### config.mk
export PLATFORM = sky130hd
export DESIGN_NAME = xbus_seq
export DESIGN_NICKNAME = d
export VERILOG_FILES = /design/src/rtl/xbus_pkg.sv /design/src/rtl/xbus_frame_ctr.sv /design/src/rtl/xbus_ea_sel.sv /design/src/rtl/xbus_seq.sv
export SDC_FILE = /design/constraint.sdc
export NUM_CORES = 1
export LEC_CHECK = 0
export ABC_AREA = 1
export BUFFER_PORTS_ARGS = -buffer_cell sky130_fd_sc_hd__buf_2
export CORE_UTILIZATION = 40
export DETAILED_ROUTE_END_ITERATION = 6
export PLACE_DENSITY_LB_ADDON = 0.2
export SYNTH_ARGS = -nofsm -noshare
export SYNTH_HDL_FRONTEND = slang
export SYNTH_SLANG_ARGS = --single-unit
export TNS_END_PERCENT = 1
### constraint.sdc
create_clock -name clk -period 1.95 [get_ports clk]
set_input_delay 0.585 -clock clk [delete_from_list [all_inputs] [get_ports clk]]
set_output_delay 0.585 -clock clk [all_outputs]
set_load 0.005 [all_outputs]
### src/rtl/xbus_pkg.sv
package xbus_pkg;
    typedef enum logic [1:0] {
        SL_IDLE = 2'd0,
        SL_CODE = 2'd1,
        SL_DRD  = 2'd2,
        SL_DWR  = 2'd3
    } slot_e;
endpackage

### src/rtl/xbus_frame_ctr.sv
module xbus_frame_ctr #(
    parameter int SLOT_CLKS = 6,
    parameter int PW        = 4
) (
    input  logic          clk,
    input  logic          rst,
    output logic [PW-1:0] pos,
    output logic [PW-1:0] slot_pos,
    output logic          slot_last,
    output logic          cyc_last
);
    localparam int CYC_CLKS = 2 * SLOT_CLKS;
    localparam logic [PW-1:0] SLOT_END = PW'(SLOT_CLKS - 1);
    localparam logic [PW-1:0] CYC_END  = PW'(CYC_CLKS - 1);
    localparam logic [PW-1:0] SLOT_LEN = PW'(SLOT_CLKS);

    always_ff @(posedge clk) begin
        if (rst) pos <= '0;
        else if (cyc_last) pos <= '0;
        else pos <= pos + 1'b1;
    end

    always_comb begin
        cyc_last  = (pos == CYC_END);
        slot_last = (pos == SLOT_END) || cyc_last;
        slot_pos  = (pos < SLOT_LEN) ? pos : pos - SLOT_LEN;
    end
endmodule

### src/rtl/xbus_ea_sel.sv
module xbus_ea_sel (
    input  logic clk,
    input  logic rst,
    input  logic ea_pin,
    input  logic lock1,
    output logic ea_eff
);
    logic ea_hold;

    always_ff @(posedge clk) begin
        if (rst) ea_hold <= ea_pin;
    end

    assign ea_eff = lock1 ? ea_hold : ea_pin;
endmodule

### src/rtl/xbus_seq.sv
module xbus_seq
    import xbus_pkg::*;
#(
    parameter int AW          = 16,
    parameter int DW          = 8,
    parameter int SLOT_CLKS   = 6,
    parameter int ALE_CLKS    = 2,
    parameter int STROBE_CLKS = 8
) (
    input  logic          clk,
    input  logic          rst,
    input  logic          fetch_req,
    input  logic [AW-1:0] fetch_addr,
    input  logic          dat_req,
    input  logic          dat_we,
    input  logic          dat_wide,
    input  logic [AW-1:0] dat_addr,
    input  logic [DW-1:0] dat_wdata,
    input  logic [DW-1:0] p2_latch,
    input  logic          ea_pin,
    input  logic          lock1,
    input  logic [DW-1:0] p0_in,
    output logic          ale,
    output logic          psen_n,
    output logic          rd_n,
    output logic          wr_n,
    output logic [DW-1:0] p0_out,
    output logic          p0_oe,
    output logic [DW-1:0] p2_out,
    output logic          p2_strong,
    output logic [DW-1:0] code_data,
    output logic          code_valid,
    output logic [DW-1:0] rd_data,
    output logic          rd_valid
);
    localparam int PW = $clog2(2 * SLOT_CLKS);
    localparam logic [PW-1:0] ADDR_END = PW'(ALE_CLKS);
    localparam logic [PW-1:0] STB_LAST = PW'(ALE_CLKS + STROBE_CLKS - 1);

    logic [PW-1:0] pos, slot_pos;
    logic          slot_last, cyc_last, ea_eff;
    slot_e         cur, nxt, pick;
    logic [AW-1:0] addr_q;
    logic [DW-1:0] wdata_q;
    logic          wide_q;
    logic          in_strobe;

    xbus_frame_ctr #(.SLOT_CLKS(SLOT_CLKS), .PW(PW)) u_frame (
        .clk(clk), .rst(rst), .pos(pos), .slot_pos(slot_pos),
        .slot_last(slot_last), .cyc_last(cyc_last)
    );

    xbus_ea_sel u_ea (
        .clk(clk), .rst(rst), .ea_pin(ea_pin), .lock1(lock1), .ea_eff(ea_eff)
    );

    // slot decision: data at cycle start beats fetch
    always_comb begin
        if (cyc_last && dat_req) pick = dat_we ? SL_DWR : SL_DRD;
        else if (fetch_req && !ea_eff) pick = SL_CODE;
        else pick = SL_IDLE;
        unique case (cur)
            SL_DRD, SL_DWR: nxt = cyc_last ? pick : cur;
            SL_IDLE, SL_CODE: nxt = pick;
            default: nxt = SL_IDLE;
        endcase
    end

    // state register
    always_ff @(posedge clk) begin
        if (rst) begin
            cur     <= SL_IDLE;
            addr_q  <= '0;
            wdata_q <= '0;
            wide_q  <= 1'b0;
        end else if (slot_last) begin
            cur <= nxt;
            if (nxt == SL_CODE) begin
                addr_q <= fetch_addr;
                wide_q <= 1'b1;
            end else if ((nxt == SL_DRD || nxt == SL_DWR) && cyc_last) begin
                addr_q  <= dat_addr;
                wide_q  <= dat_wide;
                wdata_q <= dat_wdata;
            end
        end
    end

    // returned data
    always_ff @(posedge clk) begin
        if (rst) begin
            code_valid <= 1'b0;
            rd_valid   <= 1'b0;
            code_data  <= '0;
            rd_data    <= '0;
        end else begin
            code_valid <= (cur == SL_CODE) && slot_last;
            rd_valid   <= (cur == SL_DRD) && (pos == STB_LAST);
            if ((cur == SL_CODE) && slot_last) code_data <= p0_in;
            if ((cur == SL_DRD) && (pos == STB_LAST)) rd_data <= p0_in;
        end
    end

    // pin outputs
    always_comb begin
        ale       = 1'b0;
        psen_n    = 1'b1;
        rd_n      = 1'b1;
        wr_n      = 1'b1;
        p0_out    = '0;
        p0_oe     = 1'b0;
        p2_out    = p2_latch;
        p2_strong = 1'b0;
        in_strobe = (pos >= ADDR_END) && (pos <= STB_LAST);
        unique case (cur)
            SL_IDLE: begin
                ale = (slot_pos < ADDR_END);
            end
            SL_CODE: begin
                ale       = (slot_pos < ADDR_END);
                psen_n    = (slot_pos < ADDR_END);
                p0_oe     = (slot_pos < ADDR_END);
                p0_out    = p0_oe ? addr_q[DW-1:0] : '0;
                p2_out    = addr_q[AW-1 -: DW];
                p2_strong = 1'b1;
            end
            SL_DRD, SL_DWR: begin
                ale  = (pos < ADDR_END);
                rd_n = !((cur == SL_DRD) && in_strobe);
                wr_n = !((cur == SL_DWR) && in_strobe);
                if (pos < ADDR_END) begin
                    p0_oe  = 1'b1;
                    p0_out = addr_q[DW-1:0];
                end else if (cur == SL_DWR) begin
                    p0_oe  = 1'b1;
                    p0_out = wdata_q;
                end
                if (wide_q) begin
                    p2_out    = addr_q[AW-1 -: DW];
                    p2_strong = 1'b1;
                end
            end
            default: ;
        endcase
    end
endmodule

==> results of run 1 <==
## cell families after synthesis
kind of cell	after synthesis
DFF	50
adders and majority gates	4
and+or+nand+nor	174
AOI/OAI and AO/OA	77
buffers and inverters	64
## power by group through the flow
stage               Clock (µW)  Combinational, µW  Sequential [µW]
finish                     634                281             1040
global route               680                314             1040
CTS                        648                266             1040
detailed placement           0                253             1070
global placement             0                251             1060
floorplan                    0                141             1060
## worst max-delay path by stage
| stage | slack [ps] | to | from |
|---|---|---|---|
| final | -200 | p0_out[5] | cur[1] |
| after global routing | -270 | p0_out[3] | cur[1] |
| after CTS | -160 | p0_out[2] | u_frame.pos[3] |
| after detailed placement | -40 | p2_out[6] | cur[1] |
| after global placement | 20 | p2_out[2] | cur[1] |
| after floorplan | 140 | p2_out[7] | cur[1] |
## worst max-delay path, cell delays in order (launching register included)
cell and delay (ps):
dfxtp_2 430, inv_4 100, nor2_4 180, buf_4 130, buf_4 120, o22ai_1 70, o22ai_2 90, buf_2 130
## state kept, by name (all words and copies together), names as in the netlist
name,cells
rd_data,8
u_frame.pos,4
code_data,8
wide_q,1
u_ea.ea_hold,1
addr_q,16
rd_valid,1
code_valid,1
wdata_q,8
cur,2
## metrics by stage
| step | area [µm²] | power (µW) | cells |
|---|---|---|---|
| 2_1_floorplan | 2620 | 1210 | 369 |
| 3_3_place_gp | 3250 | 1320 | 552 |
| 3_5_place_dp | 3250 | 1320 | 552 |
| 4_1_cts | 3450 | 1960 | 562 |
| 5_1_grt | 3530 | 2040 | 564 |
| 6_report | 3530 | 1960 | 564 |
## metal layers
metal,part of all wire (%),global-route usage [%],vias up
met5,0,0,-
li1,-,-,1422
met1,50,26.7,1185
met3,5.2,4.17,6
met2,44,30.9,68
met4,0.85,5.02,0
## synthesized netlist by cell type
master,instances,area [µm²]
a21oi_1,40,200
nor2_1,55,206
buf_6,3,33.8
nand3_2,8,80.1
o211ai_1,2,15.0
a22oi_1,1,7.51
inv_1,45,169
inv_6,1,8.76
or2_2,1,6.26
dfxtp_1,49,981
nand2_8,2,40.0
clkbuf_1,4,15.0
o21ai_1,4,20.0
nand2_4,1,11.3
o211ai_4,1,21.3
nor2_2,3,18.8
a21boi_0,4,30.0
nand2_1,59,221
inv_2,5,18.8
buf_12,1,20.0
buf_2,2,10.0
inv_4,2,12.5
nand3b_1,1,7.51
edfxtp_1,1,30.0
buf_4,1,7.51
o22ai_1,4,25.0
nand3_1,30,150
o21ai_0,19,95.1
nand4_2,1,12.5
o21ai_2,1,8.76
nand2_2,12,75.1
ha_1,4,50.1
a21boi_1,1,7.51
nand4_1,1,6.26
## layout make-up
type / count / share of cell area, %
multi-input combinational: 256 / 41.0
tap: 77 / 2.73
inverter: 53 / 6.20
sequential: 50 / 29.1
clock inverter: 2 / 0.354
clock buffer: 6 / 2.34
timing repair buffer: 120 / 18.3
## repair_timing
action / in CTS / in global routing
hold buffers: 0 / 0
resized for setup: 34 / 20
gates cloned: 1 / 0
setup endpoints to repair: 21 / 32
pin swaps: 3 / 2
endpoints found under the hold margin: 0 / 0
setup buffers: 1 / 2
==> out/qor.txt, run 1 <==
Rows = 29
Sequential Power Share = 53.3%
Num CTS Buffers = 5
Final setup vio count = 17
Remaining global-route overflow = 0
Fin worst setup slack = -196 ps
Status = complete, but fails checks
Antenna-violating nets left = 0
Fin util = 55.6%
Register area share after synthesis = 38.5%
FILL cells = 620
1st-pass router iterations = 4
Critical Path AT = 1560 ps
Critical R2R Capture = addr_q[15]
Clock buffer depth = 2
Count of final max-slew check failures = 0
Clk root buf = clkbuf_8
Routed WL per cell = 11.9 µm
GRT Overall Usage = 19.4%
Synthesized instance count = 369
Commonest non-fill, non-tap cells in the layout = buf_2, nand2_1, nor2_1
Max IR drop VDD = 0.342 mV
Fin crit period = 2150 ps
Crit share post-route = 110%
Rel. slew slack = 68.7%
Fin nets = 554
R2r setup slk = 130 ps
Mapped cell area = 0.00262 mm²
Die H = 83.0 µm
Most common cell after layout, fill and taps aside = buf_2
H-tree lvl count = 2
Pre-CTS setup slack = -35.2 ps
Clock Power Share = 32.4%
Worst setup EP type = output pin
Hold depth = 1
Avg Vias per Cell = 4.75
Routability Congestion = 0.816
Top-Level Pins = 104
Hold path startpoint = ea_pin
RSZ-0062 raised after global routing = true
Post-DP HPWL = 4800 µm
DRC Markers = 0
Library cells used by synthesis = 34
Switching power = 510 µW
Syn. warnings = 0
HP Class = primary input to flop
CTS tree = built
Drt total wl = 6740 µm
Synth Area in Adders = 1.91%
Initial core utilization = 41.3%
Pwr dens = 555 mW/mm²
DR vias = 2681
Multi-input gate area = 0.00145 mm²
Antenna violations before repair = 0
Logic pwr share = 14.4%
Failing checks = negative setup slack
TritonCTS Sinks = 50
WP data required = 1360 ps
Port Buffers = 103
Count of final hold-check violations = 0
CP Launch Type = flop
Die Width = 83.0 µm
First-pass GRT wire length = 11000 µm
Post-synthesis simple-gate area fraction = 31.9%
Core outline area = 0.00635 mm²
Synth Area in XOR/XNOR = 0%
Largest net degree at the start of global routing = 28
DIE AREA = 0.00688 mm²
Clk_skew = 6.74 ps
ANT cells = 0
Net count after synthesis = 437
Clock-pin slew on the worst setup and hold paths = 90 ps
Peak Freq = 466 MHz
WHS Endpoint = u_ea.ea_hold
CP Class = flop to output pin
Reg area = 0.00103 mm²
Register bit total from synthesis = 50
Leakage = 0.00169 µW
Switch share = 26.1%
Crit Path Max Fanout = 6
Maxcap violations = 0
R2R cell count = 10
Vias in the first global route = 2375
Clk_lat worst skew = 300 ps
Post-synthesis compound-gate area fraction = 16.4%
Syn Area/Cell = 7.11 µm²
Largest family of logic cells by synthesized area = simple AND/OR/NAND/NOR gates
Layout cells sized above 1 = 40.7%
Layout area overhead = 34.6%
Reg-to-Reg Start = u_frame.pos[1]
Int Pwr = 1450 µW
Setup TNS = -1750 ps
Mux cell area share after synthesis = 0%
WHS = 470 ps
Drt initial violations = 107
Worst slew pin tran = 469 ps
No activity file was read; power rests on OpenSTA's default activity.
==> run 2, diff against run 1 <==
Settings changed: ABC_AREA 1 to default, CORE_UTILIZATION 40 to 47.
==> out/qor.txt, run 2 <==
Met2 Wirelength = 3090 µm (was 2970 µm)
Hold depth = 2 (was 1)
Number of synthesized flops with an enable pin = 1 (unchanged)
Placed cells = 440 (was 552)
Die H = 73.7 µm (was 83.0 µm)
GRT Overall Usage = 24.8% (was 19.4%)
Crit share post-route = 111% (was 110%)
RSZ-0062 raised after global routing = true (unchanged)
R2R cell count = 8 (was 10)
Clk_skew = 10.5 ps (was 6.74 ps)
Number of flip-flops in the largest register = 16 (unchanged)
Layout area overhead = 37.9% (was 34.6%)
Cell taking the most area after synthesis = dfxtp_1 (unchanged)
DR vias = 2402 (was 2681)
Avg Vias per Cell = 5.31 (was 4.75)
Rows = 25 (was 29)
Count of final max-slew check failures = 0 (unchanged)
H-tree lvl count = 2 (unchanged)
Synthesized instance count = 271 (was 369)
Failing checks = negative setup slack (unchanged)
Clk_lat worst skew = 310 ps (was 300 ps)
Post-DP HPWL = 4420 µm (was 4800 µm)
Final setup vio count = 20 (was 17)
Top routing layer in use = met4 (unchanged)
Reg area = 0.00102 mm² (was 0.00103 mm²)
Count of final hold-check violations = 0 (unchanged)
Fin nets = 452 (was 554)
TritonCTS Sinks = 50 (unchanged)
Fin worst setup slack = -220 ps (was -196 ps)
Critical Path AT = 1590 ps (was 1560 ps)
Die Width = 73.7 µm (was 83.0 µm)
Clock-pin slew on the worst setup and hold paths = 100 ps (was 90 ps)
Routability Congestion = 0.819 (was 0.816)
Top post-synthesis cells by count = nor2_1, dfxtp_1, nand2_1, mux2i_1, o221a_2 (was nand2_1, nor2_1, dfxtp_1, inv_1, a21oi_1)
Peak Freq = 461 MHz (was 466 MHz)
Mapped cell area = 0.00242 mm² (was 0.00262 mm²)
Vias in the first global route = 2201 (was 2375)
FILL cells = 399 (was 620)
Multi-input gate area = 0.00134 mm² (was 0.00145 mm²)
Post-synthesis async set-or-reset flop share = 0% (unchanged)
Register area share after synthesis = 41.8% (was 38.5%)
Main synth FF type = dfxtp_1 (unchanged)
Syn Area/Cell = 8.92 µm² (was 7.11 µm²)
Initial core utilization = 49.9% (was 41.3%)
Antenna-violating nets left = 0 (unchanged)
Pwr dens = 644 mW/mm² (was 555 mW/mm²)
ANT cells = 0 (unchanged)
Layout cells sized above 1 = 46.5% (was 40.7%)
CTS tree = built (unchanged)
Port Buffers = 103 (unchanged)
Remaining global-route overflow = 0 (unchanged)
Status = complete, but fails checks (unchanged)
Clock buffer depth = 2 (unchanged)
Syn. warnings = 0 (unchanged)
DIE AREA = 0.00544 mm² (was 0.00688 mm²)
Ranking of synthesized cells by area = dfxtp_1, nor2_1, o221a_2 (was dfxtp_1, nand2_1, nor2_1)
Crit Path Max Fanout = 5 (was 6)
Worst slew pin tran = 562 ps (was 469 ps)
Rel. slew slack = 62.4% (was 68.7%)
Net count after synthesis = 339 (was 437)
DRC Markers = 0 (unchanged)
HP Class = flop to flop (was primary input to flop)
Fin crit period = 2170 ps (was 2150 ps)
First-pass GRT wire length = 10200 µm (was 11000 µm)
Leakage = 0.00156 µW (was 0.00169 µW)
Max IR drop VDD = 0.386 mV (was 0.342 mV)
Hold buffers post-CTS = 0 (unchanged)
Routed WL per cell = 13.9 µm (was 11.9 µm)
Placed cell areas = 0.00309 mm² (was 0.00325 mm²)
Clk root buf = clkbuf_8 (unchanged)
Drt initial violations = 101 (was 107)
1st-pass router iterations = 4 (unchanged)
Commonest non-fill, non-tap cells in the layout = buf_2, nor2_1, dfxtp_1 (was buf_2, nand2_1, nor2_1)
Post-synth top area share = 40.6% (was 37.4%)
CP Launch Type = flop (unchanged)
WP data required = 1360 ps (about the same)
Library cells used by synthesis = 40 (was 34)
Worst setup EP type = output pin (unchanged)
Num CTS Buffers = 5 (unchanged)
Drt total wl = 6290 µm (was 6740 µm)
Biggest register = addr_q (unchanged)
Finished Layout Cells = 452 (was 564)
Antenna violations before repair = 0 (unchanged)
Register bit total from synthesis = 50 (unchanged)
Maxcap violations = 0 (unchanged)
Top-Level Pins = 104 (unchanged)
Core outline area = 0.00485 mm² (was 0.00635 mm²)
Count leader, synth = nor2_1 (was nand2_1)
CP Class = flop to output pin (unchanged)
Most common cell after layout, fill and taps aside = buf_2 (unchanged)
Cell area after layout = 0.00334 mm² (was 0.00353 mm²)
Met3 routed WL = 349 µm (was 348 µm)
M1 wire length = 2730 µm (was 3360 µm)
Largest net degree at the start of global routing = 29 (was 28)
==> run 2: cell count changes after synthesis, moves of 17 or more <==
cell     before  now
inv_1        45    6
mux2i_1       0   18
a21oi_1      40   11
o221a_2       0   17
nand3_1      30   12
nand2_1      59   28
==> run 2: path summary, 6_finish.rpt <==
check                               startpoint  slack [ps]    endpoint
worst max-delay path            u_frame.pos[2]        -220   p0_out[4]
worst min-delay path                wdata_q[0]         470  wdata_q[0]
worst max register to register  u_frame.pos[2]         150  addr_q[15]
worst min register to register      wdata_q[0]         470  wdata_q[0]
==> run 2: logic make-up after synthesis <==
family          Yosys count  share of synthesized area (%)
buf+inv                  25                           5.17
mux                      26                           11.2
simple gates            116                           21.6
compound gates           49                           17.8
fa+ha+maj                 4                           2.07
flops                    50                           41.8
xor+xnor                  1                          0.362
==> run 2: cell type report <==
class,count,area share [%]
tap,67,2.51
multi-input combinational,196,40.2
clock buffer,5,2.06
inverter,6,0.675
clock inverter,3,2.06
sequential,50,30.6
timing repair buffer,125,21.9
==> run 2: critical path, cell delays in order, from the launching register on <==
cell	delay, ps
dfxtp_4	370
or3_4	380
buf_6	150
o2111ai_2	160
nand3_1	90
buf_2	130
==> run 2: power breakdown <==
| group | internal (µW) | switching, µW | total, µW |
|---|---|---|---|
| logic | 130 | 112 | 242 |
| registers | 1030 | 9.96 | 1040 |
| clock network | 514 | 352 | 866 |
==> run 2: repair_timing <==
item	CTS	global route
endpoints found under the setup margin	21	21
gates resized for setup	22	1
buffers inserted	3	1
pin swaps	6	4
==> run 2: layer usage <==
layer  vias up  track usage, %
li1       1184               -
met5         -               0
met1      1123            29.4
met4         0            9.40
met3        11            5.49
met2        84            43.4
==> run 2: per-stage QoR <==
stage / total power [µW] / setup TNS [ps] / utilization, % / setup slack, ps / hold slack, ps
floorplan: 1160 / 0 / - / 96.2 / 436
global placement: 1280 / 0 / 63.7 / 92.0 / 439
detailed placement: 1280 / 0 / 63.7 / 53.1 / 446
CTS: 2170 / -3150 / 68.6 / -200 / 459
global route: 2240 / -4750 / 68.8 / -302 / 470
finish: 2150 / -3180 / 68.8 / -220 / 465
==> run 3, diff against run 2 <==
Settings changed: CORE_UTILIZATION 47 to 51.
Clock period 1.95 ns to 2.6 ns, I/O delays scaled along.
==> out/qor.txt, run 3 (same netlist as run 2, synthesis figures left out) <==
Peak Freq = 395 MHz
Finished Layout Cells = 425 (was 452)
CP Class = flop to output pin (unchanged)
CP Launch Type = flop (unchanged)
Int Pwr = 1050 µW (was 1680 µW)
Fin nets = 440 (was 452)
Core outline area = 0.00444 mm² (was 0.00485 mm²)
Count of final max-slew check failures = 0 (unchanged)
Post-CTS Setup Repair Bufs = 0 (was 3)
Worst setup EP type = output pin (unchanged)
Clk_lat worst skew = 300 ps (was 310 ps)
Crit Path Max Fanout = 14 (was 5)
TritonCTS Sinks = 50 (unchanged)
1st-pass router iterations = 6 (was 4)
Layout area overhead = 27.8% (was 37.9%)
Antenna-violating nets left = 0 (unchanged)
Switching power = 363 µW (was 474 µW)
Rows = 24 (was 25)
Status = finished, final reports clean (was complete, but fails checks)
Clock Power Share = 33.5% (was 40.3%)
Routability Congestion = 0.840 (was 0.819)
Pwr dens = 456 mW/mm² (was 644 mW/mm²)
Critical path, cell by cell = or3_4, and3_1, a32o_1, buf_2 (was or3_4, buf_6, o2111ai_2, nand3_1, buf_2)
ANT cells = 0 (unchanged)
Reg area = 0.00101 mm² (was 0.00102 mm²)
Port Buffers = 103 (unchanged)
Worst path top cell family by delay = simple AND/OR/NAND/NOR gates (unchanged)
DR vias = 2333 (was 2402)
Initial core utilization = 54.4% (was 49.9%)
Worst slew pin tran = 734 ps (was 562 ps)
CTS tree = built (unchanged)
Drt initial violations = 165 (was 101)
Max incr delay on CP = 450 ps (was 380 ps)
Fin worst setup slack = 68.7 ps (was -220 ps)
WHS = 460 ps (was 465 ps)
Crit share post-route = 97.4%
GRT Overall Usage = 25.6% (was 24.8%)
Pre-CTS setup slack = 267 ps (was 53.1 ps)
Slowest-stage cell, CP = or3_4 (unchanged)
Leakage = 0.00146 µW (was 0.00156 µW)
Clk root buf = clkbuf_8 (unchanged)
First-pass GRT wire length = 10300 µm (was 10200 µm)
Logic pwr share = 10.8% (was 11.3%)
Placed cells = 417 (was 440)
Number of flip-flops in the largest register = 16 (unchanged)
Commonest non-fill, non-tap cells in the layout = buf_2, nor2_1, dfxtp_1 (unchanged)
Most common cell after layout, fill and taps aside = buf_2 (unchanged)
Antenna violations before repair = 0 (unchanged)
Layout cells sized above 1 = 42.4% (was 46.5%)
Num CTS Buffers = 5 (unchanged)
Vias in the first global route = 2334 (was 2201)
Rel. slew slack = 51.1% (was 62.4%)
Count of final hold-check violations = 0 (unchanged)
CP Buf/Inv Count = 1 (was 2)
Total power = 1410 µW (was 2150 µW)
DIE AREA = 0.00502 mm² (was 0.00544 mm²)
Largest net degree at the start of global routing = 26 (was 29)
Maxcap violations = 0 (unchanged)
Sequential Power Share = 55.7% (was 48.5%)
Critical Path AT = 1750 ps (was 1590 ps)
HP Class = flop to flop (unchanged)
Biggest register = addr_q (unchanged)
Clock buffer depth = 2 (unchanged)
Routed WL per cell = 14.4 µm (was 13.9 µm)
Setup TNS = 0 ps (was -3180 ps)
Die Width = 70.9 µm (was 73.7 µm)
Die H = 70.9 µm (was 73.7 µm)
Clk_skew = 5.29 ps (was 10.5 ps)
Post-DP HPWL = 4350 µm (was 4420 µm)
Top-Level Pins = 104 (unchanged)
Clock-pin slew on the worst setup and hold paths = 100 ps (about the same)
Multi-input gate area = 0.00131 mm² (was 0.00134 mm²)
Fin crit period = 2530 ps
Avg Vias per Cell = 5.49 (was 5.31)
FILL cells = 363 (was 399)
Drt total wl = 6120 µm (was 6290 µm)
RSZ-0062 raised after global routing = false (was true)
Max IR drop VDD = 0.393 mV (was 0.386 mV)
Remaining global-route overflow = 0 (unchanged)
WP data required = 1820 ps (was 1360 ps)
DRC Markers = 0 (unchanged)
H-tree lvl count = 2 (unchanged)
Final setup vio count = 0 (was 20)
Switch share = 25.7% (was 22.1%)
==> run 3: cell count changes in the layout (fill, tap and decap cells not counted), sizes merged <==
cell,delta
buf,-12
bufinv,-2
clkinvlp,+1
inv,+1
==> run 3: final timing paths <==
kind	startpoint	endpoint	slack, ps	cells past startpoint
worst min-delay path	wdata_q[0]	wdata_q[0]	460	2
worst max-delay path	u_frame.pos[2]	p0_out[3]	70	4
worst min register to register	wdata_q[0]	wdata_q[0]	460	2
worst max register to register	u_frame.pos[1]	addr_q[7]	660	5
==> run 3: worst register-to-register path: cells and delay by family, from the launching register on <==
kind,cells,cell delay (ps)
AOI/OAI and AO/OA,2,920
adders and majority gates,1,220
buffers and inverters,1,80
DFF,1,420
and+or+nand+nor,1,240
==> run 3: repair_timing <==
action,4_1_cts,5_1_grt
setup endpoints to repair,10,17
hold buffers,0,0
gates cloned,0,0
gates resized for setup,2,5
==> run 3: through the flow <==
| step | utilization, % | area [µm²] |
|---|---|---|
| CTS | 69.3 | 3080 |
| finish | 69.6 | 3090 |
| global placement | 66.9 | 2970 |
| detailed placement | 66.9 | 2970 |
| floorplan | - | 2420 |
| global route | 69.6 | 3090 |
==> run 3: area by class of cell <==
type	instances	area share, %
Tap cell	52	2.10
Multi-Input combinational cell	196	42.2
Clock buffer	5	2.23
Clock inverter	3	0.809
Timing Repair Buffer	113	19.1
Inverter	6	0.728
Sequential cell	50	32.8
==> run 3: power by group through the flow <==
stage,clock [µW],sequential (µW),combinational [µW]
after CTS,481,784,150
after floorplan,0,798,74.3
after global placement,0,801,144
after global routing,509,787,169
after detailed placement,0,802,147
final,473,786,152
==> run 3: metal layers <==
layer | vias up | GRT usage [%] | share of wire (%)
met5 | - | 0 | 0
met4 | 0 | 9.11 | 1.6
met3 | 8 | 5.98 | 6.1
met2 | 89 | 43.4 | 48
met1 | 1082 | 31.9 | 45
li1 | 1154 | - | -
